### src/rtl/hfsm_pkg.sv
package hfsm_pkg;
   localparam int DATA_W = 4;
   localparam int CODE_W = 7;

   // offsets used by the prioritised transition rules
   localparam int COND_B_OFS = 3;
   localparam int COND_C_OFS = 5;
   localparam int JUMP_DIST  = 7;

   typedef enum logic {
      DEC_SYNDROME = 1'b0,
      DEC_SEARCH   = 1'b1
   } dec_mode_e;

   function automatic logic [CODE_W-1:0] h3_encode(input logic [DATA_W-1:0] d);
      logic [CODE_W-1:0] c;
      c[2] = d[0];
      c[4] = d[1];
      c[5] = d[2];
      c[6] = d[3];
      c[0] = d[0] ^ d[1] ^ d[3];
      c[1] = d[0] ^ d[2] ^ d[3];
      c[3] = d[1] ^ d[2] ^ d[3];
      return c;
   endfunction

   function automatic logic [DATA_W-1:0] h3_extract(input logic [CODE_W-1:0] c);
      return {c[6], c[5], c[4], c[2]};
   endfunction
endpackage

### src/rtl/hfsm_correct.sv
module hfsm_correct
   import hfsm_pkg::*;
#(
   parameter int        NUM_STATES = 16,
   parameter dec_mode_e MODE       = DEC_SYNDROME
) (
   input  logic [CODE_W-1:0] code_i,
   output logic [DATA_W-1:0] idx_o,
   output logic              flipped_o
);
   if (MODE == DEC_SYNDROME) begin : g_syndrome
      logic [2:0]        syn;
      logic [CODE_W-1:0] flip_mask;
      logic [CODE_W-1:0] fixed;

      always_comb begin
         syn[0] = code_i[0] ^ code_i[2] ^ code_i[4] ^ code_i[6];
         syn[1] = code_i[1] ^ code_i[2] ^ code_i[5] ^ code_i[6];
         syn[2] = code_i[3] ^ code_i[4] ^ code_i[5] ^ code_i[6];
         if (syn == 3'd0) flip_mask = '0;
         else             flip_mask = CODE_W'(1) << (syn - 3'd1);
         fixed     = code_i ^ flip_mask;
         idx_o     = h3_extract(fixed);
         flipped_o = (syn != 3'd0);
      end
   end else begin : g_search
      logic [NUM_STATES-1:0] near;
      logic [NUM_STATES-1:0] exact;

      for (genvar st = 0; st < NUM_STATES; st++) begin : g_cmp
         localparam logic [CODE_W-1:0] LEGAL = h3_encode(DATA_W'(st));
         assign near[st]  = ($countones(code_i ^ LEGAL) <= 1);
         assign exact[st] = (code_i == LEGAL);
      end

      always_comb begin
         idx_o = '0;
         for (int st = 0; st < NUM_STATES; st++) begin
            if (near[st]) idx_o = DATA_W'(st);
         end
         flipped_o = ~(|exact);
      end
   end
endmodule

### src/rtl/hfsm_next.sv
module hfsm_next
   import hfsm_pkg::*;
#(
   parameter int NUM_STATES = 16,
   parameter int CTRL_W     = 8
) (
   input  logic [DATA_W-1:0] cur_idx,
   input  logic [CTRL_W-1:0] ctl,
   output logic [DATA_W-1:0] nxt_idx
);
   logic [DATA_W-1:0] cand [NUM_STATES];

   for (genvar st = 0; st < NUM_STATES; st++) begin : g_state
      localparam int BIT_A  = st % CTRL_W;
      localparam int BIT_B  = (st + COND_B_OFS) % CTRL_W;
      localparam int BIT_C  = (st + COND_C_OFS) % CTRL_W;
      localparam int DEST_A = (st + 1) % NUM_STATES;
      localparam int DEST_B = (st + JUMP_DIST) % NUM_STATES;

      always_comb begin
         if (ctl[BIT_A])      cand[st] = DATA_W'(DEST_A);
         else if (ctl[BIT_B]) cand[st] = DATA_W'(DEST_B);
         else if (ctl[BIT_C]) cand[st] = '0;
         else                 cand[st] = DATA_W'(st);
      end
   end

   always_comb begin
      nxt_idx = '0;
      for (int st = 0; st < NUM_STATES; st++) begin
         if (cur_idx == DATA_W'(st)) nxt_idx = cand[st];
      end
   end
endmodule

### src/rtl/hfsm_h3.sv
module hfsm_h3
   import hfsm_pkg::*;
#(
   parameter int        NUM_STATES = 16,
   parameter int        CTRL_W     = 8,
   parameter dec_mode_e DEC_MODE   = DEC_SYNDROME
) (
   input  logic              clk,
   input  logic              rst_n,
   input  logic              sync_rst,
   input  logic [CTRL_W-1:0] ctl,
   input  logic [CODE_W-1:0] seu_inject,
   output logic [DATA_W-1:0] state_idx,
   output logic [CODE_W-1:0] state_code,
   output logic              corrected
);
   localparam int CODE_SPACE = 2 ** CODE_W;
   localparam int NEED_CODES = NUM_STATES * (CODE_W + 1);
   localparam logic [CODE_W-1:0] HOME_CODE = h3_encode('0);

   if (NEED_CODES > CODE_SPACE) begin : g_bad_states
      $error("hfsm_h3: too many states for single-error correction");
   end
   if (NUM_STATES < 2 || NUM_STATES > 2 ** DATA_W) begin : g_bad_range
      $error("hfsm_h3: NUM_STATES out of range");
   end
   if (CTRL_W < 1) begin : g_bad_ctl
      $error("hfsm_h3: CTRL_W must be positive");
   end

   logic [CODE_W-1:0] code_q;
   logic              corr_q;
   logic [DATA_W-1:0] cur_idx;
   logic              cur_flipped;
   logic [DATA_W-1:0] nxt_idx;

   hfsm_correct #(
      .NUM_STATES (NUM_STATES),
      .MODE       (DEC_MODE)
   ) u_correct (
      .code_i    (code_q),
      .idx_o     (cur_idx),
      .flipped_o (cur_flipped)
   );

   hfsm_next #(
      .NUM_STATES (NUM_STATES),
      .CTRL_W     (CTRL_W)
   ) u_next (
      .cur_idx (cur_idx),
      .ctl     (ctl),
      .nxt_idx (nxt_idx)
   );

   always_ff @(posedge clk or negedge rst_n) begin
      if (!rst_n) begin
         code_q <= HOME_CODE;
         corr_q <= 1'b0;
      end else if (sync_rst) begin
         code_q <= HOME_CODE;
         corr_q <= 1'b0;
      end else begin
         code_q <= h3_encode(nxt_idx) ^ seu_inject;
         corr_q <= cur_flipped;
      end
   end

   assign state_idx  = cur_idx;
   assign state_code = code_q;
   assign corrected  = corr_q;
endmodule

### config.mk
export PLATFORM = sky130hd
export DESIGN_NAME = hfsm_h3
export DESIGN_NICKNAME = d
export VERILOG_FILES = /design/src/rtl/hfsm_pkg.sv /design/src/rtl/hfsm_correct.sv /design/src/rtl/hfsm_next.sv /design/src/rtl/hfsm_h3.sv
export SDC_FILE = /design/constraint.sdc
export NUM_CORES = 1
export LEC_CHECK = 0
export ABC_AREA = 1
export BUFFER_PORTS_ARGS = -buffer_cell sky130_fd_sc_hd__buf_2
export CAP_MARGIN = 0
export CORE_UTILIZATION = 45
export CTS_CLUSTER_DIAMETER = 50
export CTS_CLUSTER_SIZE = 40
export DETAILED_ROUTE_END_ITERATION = 12
export GPL_TIMING_DRIVEN = 0
export PLACE_DENSITY_LB_ADDON = 0.25
export SLEW_MARGIN = 25
export SYNTH_ARGS = -nofsm -noshare
export SYNTH_HDL_FRONTEND = slang
export SYNTH_HIERARCHICAL = 1
export SYNTH_SLANG_ARGS = --single-unit
### constraint.sdc
create_clock -name clk -period 8.4 [get_ports clk]
set_input_delay 1.26 -clock clk [delete_from_list [all_inputs] [get_ports clk]]
set_output_delay 1.26 -clock clk [all_outputs]
set_load 0.01 [all_outputs]
==> flow_summary.ini <==
[worst_setup_path]
cp_max_fo = 9
r2r_slack_ns = 4.79
endpoint_kind = flop
r2r_start = state_code[2]
r2r-end = state_code[0]
cp_common_cell = nand2_1
critPathLaunch = state_code[2]
crit_required_ns = 8.58
crit_end = state_code[0]
slowest_delay_ns = 0.44
rr_worst_depth = 28
start_kind = flop
crit_slowest_cell = dfrtp_1
crit_type = reg2reg
cp.arrival_ns = 3.79

[sta]
max_freq_mhz = 277
final-max-slew-violation-count = 0
clock_skew_ns = 0.00446
fin_tns_setup_ns = 0
hold_violations = 0
grt_setup_unrepaired = false
period_share_pct = 43.0
relSlewSlack_pct = 75.8
worst_pin_slew_ns = 0.361
fin_crit_ns = 3.61
setup-violations-final = 0

[die]
chipWidth_um = 58.8
core_um2 = 3050
initial_utilization_pct = 47.5
die_area_um2 = 3450
die_h_um = 58.8
fp-row-count = 20
ioPinCount = 30

[route]
final_antenna_net_count = 0
vias_per_cell = 5.00
wl_per_cell_um = 10.0
wirelength_mm = 3.60
drtPass1Iterations = 7
vias = 1796
post-route-drc-count = 0
drtIter0Drc = 155

[logic_synthesis]
syn_avg_cell_area_um2 = 5.11
synth_cells = 284
synth_top_family_by_area = simple AND/OR/NAND/NOR gates
syn_nets = 303
synth_top_area_share_pct = 25.9
synth-seq-cells = 8
synth_compound_area_share_pct = 8.54
seq_area_frac_synth_pct = 13.8
yosysWarnings = 6
synth_xor_area_share_pct = 3.62
synth_area_leaders = nand2_1 (26%), dfrtp_1 (14%), inv_1 (13%), nor2_1 (9.8%), nand3_1 (6.9%)
netlist_area_um2 = 1450
synth_area_leader_cell = nand2_1
synthMuxAreaShare_pct = 0
synthAdderAreaFrac_pct = 0.863
ys_types = 26
yosys.area_share.simple_pct = 58.7

[grt]
grt_pass1_wl_mm = 6.15
grt_start_max_net_pins = 10
grt.overflow.total = 0
grt_antenna_before_repair = 0
grt_pass1_vias = 1485
grt_usage_pct = 22.5

[cells_and_area]
layout_common_cells = nand2_1 (100), inv_1 (50), nor2_1 (38)
n_fill_cell = 329
area_growth_syn_to_layout_pct = 15.0
layout_commonest_cell = nand2_1
drive_gt1_share_pct = 17.5
diodes = 0
nets = 336

[worst_hold_path]
hold_path_class = in2async

[place]
dpl.hpwl_mm = 3.02
place.gp.congestion = 1.01
io_buffers = 28

[clocking]
cts_resized = 0
worstSkewPairLatency_ns = 0.25
cts_sinks = 8
cts_root_buffer = clkbuf_4
h-tree-depth = 1
cts_tree = yes
path_clk_slew_ns = 0.05
ctsLongestPathBuffers = 2
cts_buffers = 3
cts_setup_buffers = 0
cts_hold_buf = 0

[job]
drv_cap = 0

[run_status]
status = finished, final reports clean
## per-stage QoR
step | utilization, % | hold slack [ns] | cells | setup WS [ns] | instance area (um2)
2_1_floorplan | - | 0.951 | 284 | 5.19 | 1450
3_3_place_gp | 53.9 | 0.948 | 356 | 4.85 | 1650
3_5_place_dp | 53.9 | 0.957 | 356 | 4.76 | 1650
4_1_cts | 54.6 | 0.839 | 359 | 4.75 | 1670
5_1_grt | 54.6 | 0.838 | 359 | 4.18 | 1670
6_report | 54.6 | 0.838 | 359 | 4.79 | 1670
## worst min-delay path by stage
stage,startpoint,end,cells after the start
3_3_place_gp,state_code[3],corrected,6
5_1_grt,rst_n,corrected,1
2_1_floorplan,state_code[3],corrected,6
6_report,rst_n,state_code[0],1
3_5_place_dp,state_code[3],corrected,6
4_1_cts,rst_n,state_code[2],1
## cell type report
cell class | count | area [um2] | share of cell area (%)
Buffer | 1 | 3.75 | 0.225
Clock buffer | 3 | 22.5 | 1.35
Inverter | 55 | 206 | 12.4
Multi-Input combinational cell | 220 | 1040 | 62.3
Sequential cell | 8 | 200 | 12.0
Tap cell | 44 | 55.1 | 3.30
Timing Repair Buffer | 28 | 140 | 8.40
## routing by layer
metal  GRT usage (%)  vias up  part of all wire [%]
li1                -      939                     -
met1            32.0      776                    49
met2            34.9       73                    42
met3            3.96        8                   8.0
met4            6.46        0                   1.1
met5               0        -                     0
## flip-flops by register name (all words and copies together), names as in the netlist
name        flops
state_code      7
corrected       1
## cells in the mapped netlist, drive strengths merged
cell type and n:
clkinv 1, a21oi 5, xor2 1, o211ai 1, nand4 11, nand3 20, dfrtp 8, o2111ai 1
inv 54, a31oi 1, nand2 113, clkbuf 1, nor2 44, nor3 4, o21ai 10, xnor2 5
o31ai 1, ha 1, o21bai 2
## critical path, delay by kind of cell, from the launching register on
kind                     cells  cell delay [ns]
AO/OA/AOI/OAI                2             0.25
adder cells (fa/ha/maj)      1             0.29
buffers and inverters        4             0.27
flip-flops                   1             0.44
AND/OR/NAND/NOR             21             2.29
## cells by family (layout without fill, tap and decap cells)
logic type | after synthesis | count (layout)
buffers and inverters | 56 | 87
xor gates and xnor gates | 6 | 6
DFF | 8 | 8
AOI/OAI and AO/OA | 21 | 21
adders and majority gates | 1 | 1
and+or+nand+nor | 192 | 192
Power is not shown: default switching activity piles up to over one toggle a cycle in this logic, so the estimate is an artifact.
